$ cat src/rtl/evt_status_pkg.sv
package evt_status_pkg;
    localparam int FS_BIT  = 7;
    localparam int SLD_BIT = 6;
    localparam int ULK_BIT = 5;
    localparam int JCH_BIT = 1;
    localparam logic [7:0] FLAG_MASK = 8'hE2;

    localparam logic [1:0] ADDR_STATUS = 2'd0;
    localparam logic [1:0] ADDR_ENABLE = 2'd1;
    localparam logic [1:0] ADDR_CTRL   = 2'd2;

    localparam int CTRL_RUN    = 0;
    localparam int CTRL_JEN    = 1;
    localparam int CTRL_SEL_LO = 4;
    localparam logic [7:0] CTRL_MASK = 8'h33;

    typedef enum logic { SLW_IDLE, SLW_ACTIVE } slew_state_t;
    typedef enum logic { DEB_STABLE, DEB_SETTLE } deb_state_t;
    typedef enum logic { ARM_WAIT, ARM_SPENT } arm_state_t;
endpackage

$ cat src/rtl/slew_tracker.sv
module slew_tracker
    import evt_status_pkg::*;
#(
    parameter int NS = 4
) (
    input  logic          clk,
    input  logic          rst_n,
    input  logic [NS-1:0] start,
    input  logic [NS-1:0] done,
    output logic          finish
);
    logic [NS-1:0] busy_q, busy_d;
    slew_state_t   st_q, st_d;

    // a start in the same cycle as a done keeps the controller busy
    always_comb busy_d = (busy_q & ~done) | start;

    always_comb begin
        st_d = st_q;
        unique case (st_q)
            SLW_IDLE:   if (|busy_d)  st_d = SLW_ACTIVE;
            SLW_ACTIVE: if (!(|busy_d)) st_d = SLW_IDLE;
        endcase
    end

    always_ff @(posedge clk or negedge rst_n) begin
        if (!rst_n) begin
            st_q   <= SLW_IDLE;
            busy_q <= '0;
        end else begin
            st_q   <= st_d;
            busy_q <= busy_d;
        end
    end

    always_ff @(posedge clk or negedge rst_n) begin
        if (!rst_n) finish <= 1'b0;
        else        finish <= (st_q == SLW_ACTIVE) && !(|busy_d);
    end
endmodule

$ cat src/rtl/jack_debounce.sv
module jack_debounce
    import evt_status_pkg::*;
#(
    parameter int JW   = 4,
    parameter int BASE = 4
) (
    input  logic          clk,
    input  logic          rst_n,
    input  logic          en,
    input  logic [1:0]    sel,
    input  logic [JW-1:0] jack,
    output logic          changed
);
    localparam int MAXP = BASE << 6;
    localparam int CW   = $clog2(MAXP) + 1;

    deb_state_t    st_q, st_d;
    logic [JW-1:0] acc_q, acc_d, cand_q, cand_d;
    logic [CW-1:0] cnt_q, cnt_d, limit;
    logic          hit;

    always_comb limit = CW'(BASE) << {sel, 1'b0};

    always_comb begin
        st_d   = st_q;
        acc_d  = acc_q;
        cand_d = cand_q;
        cnt_d  = cnt_q;
        hit    = 1'b0;
        unique case (st_q)
            DEB_STABLE: begin
                if (!en) begin
                    acc_d = jack;
                end else if (jack != acc_q) begin
                    st_d   = DEB_SETTLE;
                    cand_d = jack;
                    cnt_d  = '0;
                end
            end
            DEB_SETTLE: begin
                if (!en) begin
                    st_d  = DEB_STABLE;
                    acc_d = jack;
                end else if (jack == acc_q) begin
                    st_d = DEB_STABLE;
                end else if (jack != cand_q) begin
                    cand_d = jack;
                    cnt_d  = '0;
                end else if (cnt_q == limit - CW'(1)) begin
                    st_d  = DEB_STABLE;
                    acc_d = cand_q;
                    hit   = 1'b1;
                end else begin
                    cnt_d = cnt_q + CW'(1);
                end
            end
        endcase
    end

    always_ff @(posedge clk or negedge rst_n) begin
        if (!rst_n) begin
            st_q   <= DEB_STABLE;
            acc_q  <= '0;
            cand_q <= '0;
            cnt_q  <= '0;
        end else begin
            st_q   <= st_d;
            acc_q  <= acc_d;
            cand_q <= cand_d;
            cnt_q  <= cnt_d;
        end
    end

    always_ff @(posedge clk or negedge rst_n) begin
        if (!rst_n) changed <= 1'b0;
        else        changed <= hit;
    end
endmodule

$ cat src/rtl/audio_evt_irq.sv
module audio_evt_irq
    import evt_status_pkg::*;
#(
    parameter int NS       = 4,
    parameter int JW       = 4,
    parameter int DEB_BASE = 4
) (
    input  logic          clk,
    input  logic          rst_n,
    input  logic [1:0]    reg_addr,
    input  logic          reg_wr,
    input  logic          reg_rd,
    input  logic [7:0]    reg_wdata,
    output logic [7:0]    reg_rdata,
    input  logic          clip_dac,
    input  logic          clip_adc,
    input  logic [NS-1:0] slew_start,
    input  logic [NS-1:0] slew_done,
    input  logic          iface_soft_done,
    input  logic          unlock_a,
    input  logic          unlock_b,
    input  logic [JW-1:0] jack_state,
    output logic          irq_n
);
    logic [7:0] status_q, status_d, enable_q, ctrl_q, set_vec;
    logic [1:0] unl_prev;
    logic       slew_fin, jack_chg, first_fire, rd_clr;
    arm_state_t arm_q, arm_d;

    slew_tracker #(.NS(NS)) u_slew (
        .clk    (clk),
        .rst_n  (rst_n),
        .start  (slew_start),
        .done   (slew_done),
        .finish (slew_fin)
    );

    jack_debounce #(.JW(JW), .BASE(DEB_BASE)) u_deb (
        .clk     (clk),
        .rst_n   (rst_n),
        .en      (ctrl_q[CTRL_JEN]),
        .sel     (ctrl_q[CTRL_SEL_LO +: 2]),
        .jack    (jack_state),
        .changed (jack_chg)
    );

    // power-up arm: the jack flag is forced once on the first enable
    always_comb begin
        arm_d      = arm_q;
        first_fire = 1'b0;
        unique case (arm_q)
            ARM_WAIT: if (ctrl_q[CTRL_RUN] || ctrl_q[CTRL_JEN]) begin
                arm_d      = ARM_SPENT;
                first_fire = 1'b1;
            end
            ARM_SPENT: arm_d = ARM_SPENT;
        endcase
    end

    always_comb begin
        set_vec          = '0;
        set_vec[FS_BIT]  = clip_dac | clip_adc;
        set_vec[SLD_BIT] = slew_fin | iface_soft_done;
        set_vec[ULK_BIT] = |({unlock_b, unlock_a} & ~unl_prev);
        set_vec[JCH_BIT] = jack_chg | first_fire;
    end

    always_comb rd_clr   = reg_rd && (reg_addr == ADDR_STATUS);
    always_comb status_d = (rd_clr ? 8'h00 : status_q) | set_vec;

    always_ff @(posedge clk or negedge rst_n) begin
        if (!rst_n) begin
            status_q <= '0;
            enable_q <= '0;
            ctrl_q   <= '0;
            unl_prev <= '0;
            arm_q    <= ARM_WAIT;
        end else begin
            status_q <= status_d;
            unl_prev <= {unlock_b, unlock_a};
            arm_q    <= arm_d;
            if (reg_wr && reg_addr == ADDR_ENABLE) enable_q <= reg_wdata & FLAG_MASK;
            if (reg_wr && reg_addr == ADDR_CTRL)   ctrl_q   <= reg_wdata & CTRL_MASK;
        end
    end

    always_comb begin
        case (reg_addr)
            ADDR_STATUS: reg_rdata = status_q;
            ADDR_ENABLE: reg_rdata = enable_q;
            ADDR_CTRL:   reg_rdata = ctrl_q;
            default:     reg_rdata = 8'h00;
        endcase
    end

    always_comb irq_n = ~|(status_q & enable_q);
endmodule

$ cat config.mk
export PLATFORM = sky130hd
export DESIGN_NAME = audio_evt_irq
export DESIGN_NICKNAME = d
export VERILOG_FILES = /design/src/rtl/evt_status_pkg.sv /design/src/rtl/slew_tracker.sv /design/src/rtl/jack_debounce.sv /design/src/rtl/audio_evt_irq.sv
export SDC_FILE = /design/constraint.sdc
export NUM_CORES = 1
export LEC_CHECK = 0
export BUFFER_PORTS_ARGS = -buffer_cell sky130_fd_sc_hd__buf_4
export CAP_MARGIN = 20
export CORE_MARGIN = 5
export CORE_UTILIZATION = 50
export DETAILED_ROUTE_END_ITERATION = 10
export PLACE_DENSITY = 0.79
export SYNTH_ARGS = -nofsm -noshare
export SYNTH_HDL_FRONTEND = slang
export SYNTH_HIERARCHICAL = 1
export SYNTH_SLANG_ARGS = --single-unit
$ cat constraint.sdc
create_clock -name clk -period 2.8 [get_ports clk]
set_input_delay 0.14 -clock clk [delete_from_list [all_inputs] [get_ports clk]]
set_output_delay 0.14 -clock clk [all_outputs]
set_load 0.01 [all_outputs]
Word level (Yosys, flattened, before mapping). Cells that the tools add are included.

Input port bits: 31. Output and inout bits: 9. Logic and storage cells: 95. Register bits: 44.

Bitwise gates (word level): 12. Shift-type cells: 1. Multiplexer cells: 37. Add/subtract/negate cells: 2. Reductions and logical operators: 14. Equal/unequal tests: 16.

Operator list (count): two-way mux 9 bit (6); two-way mux 4 bit (10); case mux 8 bit (3 select lines) (1); case mux 9 bit (2 select lines) (1); case mux 4 bit (2 select lines) (2); two-way mux 1 bit (14); inequality test 3 bit (second input constant) (4); inequality test 2 bit (second input constant) (5); AND reduction 5 bit (2); adder 9 x 1 -> 9 bit (second input constant) (1); equality test 9 bit (1); << shifter 3 x 3 -> 9 bit (first input constant) (1); subtractor 9 x 1 -> 9 bit (second input constant) (1); AND 8 bit (1); two-way mux 8 bit (1); inequality test 4 bit (2); bitwise OR 8 bit (1); OR reduction 8 bit (1); AND 4 bit (1); equality test 4 bit (1); logical AND 1 bit (4); NOT 4 bit (1); bitwise OR 4 bit (1); case mux 1 bit (2 select lines) (2); 13 further kinds (17).

Longest topological paths before layout.
Depth after elaboration: 8. Mapped depth: 9. Depth with buffers taken out: 8.

Cells and area by module. Netlist, hierarchy kept.

Modules (own cells, without submodules): jack_debounce (cells an instance 109, area each 1214.9 um2, times used 1, seq. area each 475.5 um2); audio_evt_irq (cells an instance 51, area each 688.2 um2, times used 1, seq. area each 375.4 um2); slew_tracker (cells an instance 21, area each 236.5 um2, times used 1, seq. area each 150.1 um2).

Worst setup path after synthesis. OpenSTA, ideal clock, no wires.

Kind: reg2reg. Start: register ctrl_q[5]. End: register u_deb.acc_q[0]. Required time: 2.675 ns. Setup slack: 0.611 ns. Arrival: 2.064 ns. Library setup time: 0.125 ns. Cell stages (with the launch flop): 9. Period minus slack after synthesis: 2.189 ns. Buffers on the path: 0. Path through: dfrtp_1 -> nor2_1 -> inv_1 -> ha_1 -> xor2_1 -> and3_4 -> nor4b_1 -> a21bo_2 -> mux2_2.

Word-level cells in the longest chain between the ends: 5.

RTL lines: from (decl) (line audio_evt_irq.sv:25) `logic [7:0] status_q, status_d, enable_q, ctrl_q, set_vec;`; from (signal assigned) (line audio_evt_irq.sv:83) `if (reg_wr && reg_addr == ADDR_CTRL) ctrl_q <= reg_wdata & CTRL_MASK;`; << shifter 3 x 3 -> 9 bit (line jack_debounce.sv:22) `always_comb limit = CW'(BASE) << {sel, 1'b0};`; subtractor 9 x 1 -> 9 bit (line jack_debounce.sv:49) `end else if (cnt_q == limit - CW'(1)) begin`; equality test 9 bit (line jack_debounce.sv:49); inequality test 3 bit (no line); AND reduction 4 bit (no line); to (signal assigned) (line jack_debounce.sv:63) `acc_q <= '0;`; to (signal assigned) (line jack_debounce.sv:68) `acc_q <= acc_d;`; to (decl) (line jack_debounce.sv:18) `logic [JW-1:0] acc_q, acc_d, cand_q, cand_d;`.

Every way passes these cells. A chain may end at the register's enable or synchronous reset.

Worst setup path in the final report.
Start: register ctrl_q[5]. End: register u_deb.acc_q[1].

Same word-level chain as after synthesis.

==> results.yml <==
outcome:
  status: "finished clean"
yosys:
  synth-seq-cells: 40
  yosysMostFrequentCell: "dfrtp_1"
  synth_top_family_by_area: "simple AND/OR/NAND/NOR gates"
  synthTopCellsByCount: "dfrtp_1, mux2_2, inv_1"
  synth_top_area_share_pct: 46.8
  synthTopCellsByArea: "dfrtp_1, mux2_2, xor2_1"
  ys_seq_area_share_pct: 46.8
  synth_xor_xnor_area_share_pct: 4.50
  synth_edf_count: 0
  synthSimpleGateAreaFrac_pct: 16.0
  yosys.area.top_type: "dfrtp_1"
  synth-compound-area-share_pct: 15.1
  syn_inst: 181
  async_flop_share_pct: 100
  synth_area_per_cell_sq_um: 11.8
  yosysWarnings: 6
  synth_cell_types: 56
  synthMuxAreaShare_pct: 12.4
  yosys.area_share.adder_pct: 1.17
  ys.flop_type: "dfrtp_1"
  netlist_area_sq_um: 2140
pwr:
  leakage_nw: 1.12
  p_clk_share_pct: 26.9
  power_switching_mw: 0.512
  swShare_pct: 30.3
  p_int_mw: 1.18
  pwr-share-comb_pct: 28.4
  total_power_mw: 1.69
  power_density_nw_per_um2: 662
  ir_worst_vdd_v: 0.000546
  power.share.sequential_pct: 44.7
worst_setup_path:
  slowest_stage: "dfrtp_1"
  end_kind: "flop"
  worstSetupPathType: "flop to flop"
  critical_path.cell_chain: "nor2_1 -> inv_1 -> ha_1 -> xor2_1 -> and3_4 -> nor4b_1 -> a21bo_2 -> mux2_2"
  slowest_delay_ps: 430
  crit_fanout: 6
  cp.arrival_ps: 2560
  crit_required_ps: 2980
  startpoint_type: "flop"
floorplanning:
  die-area_sq_um: 5690
  start_util_pct: 52.4
  pin_count: 40
  die_w_um: 75.4
  placeableCoreArea_sq_um: 4090
  rows: 23
  die_y_um: 75.4
finish:
  final_nets: 255
  fillers: 321
  diodes: 0
  drive_gt1_share_pct: 32.7
  area_delta_synth_final_pct: 19.5
clocking:
  post_cts_buffers: 0
  clockRootBuffer: "clkbuf_8"
  clock_sink_count: 40
  cts_buffer_depth: 2
  hold_buffers: 3
  cts_tree: "yes"
  clk_pin_slew_worst_paths_ps: 70
  clk_latency_ps: 290
  numCtsBuffers: 5
  cts_resized: 0
  cts_max_level: 2
global_route:
  grt_pass1_vias: 1526
  antenna_found_initial: 0
  grt_pass1_wl_um: 7030
  grt_max_degree: 41
  grt_remaining_overflow: 0
  grt_util_all_layers_pct: 16.5
drt:
  postRouteAntennaNets: 0
  vias_per_cell: 5.55
  drtIter0Drc: 76
  drt-pass1-iter-count: 4
  drcViolationCount: 0
  wl_per_cell_um: 15.2
  dr_total_vias: 1514
  drt-total-wl_um: 4140
timing:
  slew-limit-headroom_pct: 57.5
  rsz0062_at_grt: "false"
  period_minus_slack_ps: 2380
  fin_crit_sh_pct: 84.9
  clock_skew_ps: 4.83
  maxSlewViolCount: 0
  fmax_ghz: 0.421
  tightest_slew_ps: 637
  final.setup.worst_slack_ps: 422
  hold_viol: 0
  setup_viol: 0
  fin_setup_tns_ps: 0
job:
  cap_violations: 0
worst_hold_path:
  hold_class: "input pin to flop"
placed_design:
  numPortBuffers: 35
  gp_congestion: 0.873
  dp_hpwl_um: 3070
  pre_cts_slack_ps: 463
-- worst max-delay path, delay by kind of cell (launching register included) --
| family | cells | cell delay, ps |
|---|---|---|
| AOI/OAI and AO/OA | 1 | 230 |
| xor gates and xnor gates | 1 | 190 |
| adders and majority gates | 1 | 300 |
| buffers and inverters | 1 | 70 |
| DFF | 1 | 430 |
| muxes | 1 | 340 |
| and+or+nand+nor | 3 | 700 |
-- power groups by stage --
stage,Sequential (mW),Combinational [mW],Clock (mW)
finish,0.756,0.480,0.456
global route,0.773,0.528,0.504
CTS,0.756,0.480,0.469
detailed placement,0.767,0.475,0
global placement,0.761,0.462,0
floorplan,0.746,0.362,0
-- final cells by class --
cell class                      count  area (sq um)  share of cell area [%]
Timing Repair Buffer               38           293                    11.4
Clock inverter                      2          35.0                    1.37
Tap cell                           50          62.6                    2.45
Inverter                            9          33.8                    1.32
Sequential cell                    40          1000                    39.1
Clock buffer                        6          72.6                    2.84
Multi-Input combinational cell    128          1060                    41.4
-- registers in the layout (all words and copies together) (netlist names), 2 cells and up --
signal         flops
unl_prev           2
u_slew/busy_q      4
u_deb/cand_q       4
u_deb/acc_q        4
u_deb/cnt_q        9
status_q           4
ctrl_q             4
enable_q           4
-- stage by stage --
step                util (%)  cells  area [sq um]  hold slack, ps
floorplan                  -    182          2140            -156
global placement        59.2    262          2420             138
detailed placement      59.2    262          2420             144
CTS                     62.6    273          2560            25.8
global route            62.6    273          2560            19.3
finish                  62.6    273          2560            31.8
-- logic make-up after synthesis --
family | Yosys count
other cells | 1
simple gates | 53
buf+inv | 14
flops | 40
xor+xnor | 11
mux | 24
fa+ha+maj | 2
compound gates | 36
-- placed cells by master, fill, tap and decap left out, types with 3 or more instances in the layout --
cell	netlist	routed
a211o_1	3	3
o31ai_1	4	4
a21boi_1	3	3
a21oi_1	3	3
buf_4	2	35
mux2_2	18	18
xor2_1	6	6
nand4_1	4	4
o21ai_0	4	4
mux2i_1	4	4
or3_1	4	4
nand2_1	6	6
nor2_1	6	6
nand3_1	6	6
clkbuf_8	0	5
dfrtp_1	40	40
nand2b_1	3	3
and2_1	3	3
dlygate4sd3_1	0	3
xnor2_1	5	5
inv_1	9	9
-- layer usage --
layer | vias to the layer above | part of all wire [%] | wire (um) | global-route usage, %
met4 | 0 | 1.5 | 63 | 7.57
met3 | 5 | 5.1 | 209 | 3.43
met5 | - | 0 | 0 | 0
li1 | 746 | - | - | -
met2 | 30 | 48 | 1980 | 26.5
met1 | 733 | 46 | 1890 | 21.5
-- final timing paths --
kind | slack [ps] | cells past startpoint | to | from
worst max-delay path | 420 | 8 | u_deb/acc_q[1] | ctrl_q[5]
min in group asynchronous | 370 | 2 | u_deb/cand_q[2] | rst_n
max in group asynchronous | 2080 | 2 | u_deb/cand_q[1] | rst_n
worst min register to register | 440 | 1 | status_q[1] | u_deb/changed
worst min-delay path | 30 | 2 | status_q[6] | iface_soft_done
worst max register to register | 420 | 8 | u_deb/acc_q[1] | ctrl_q[5]
No activity file was read; power rests on OpenSTA's default activity.
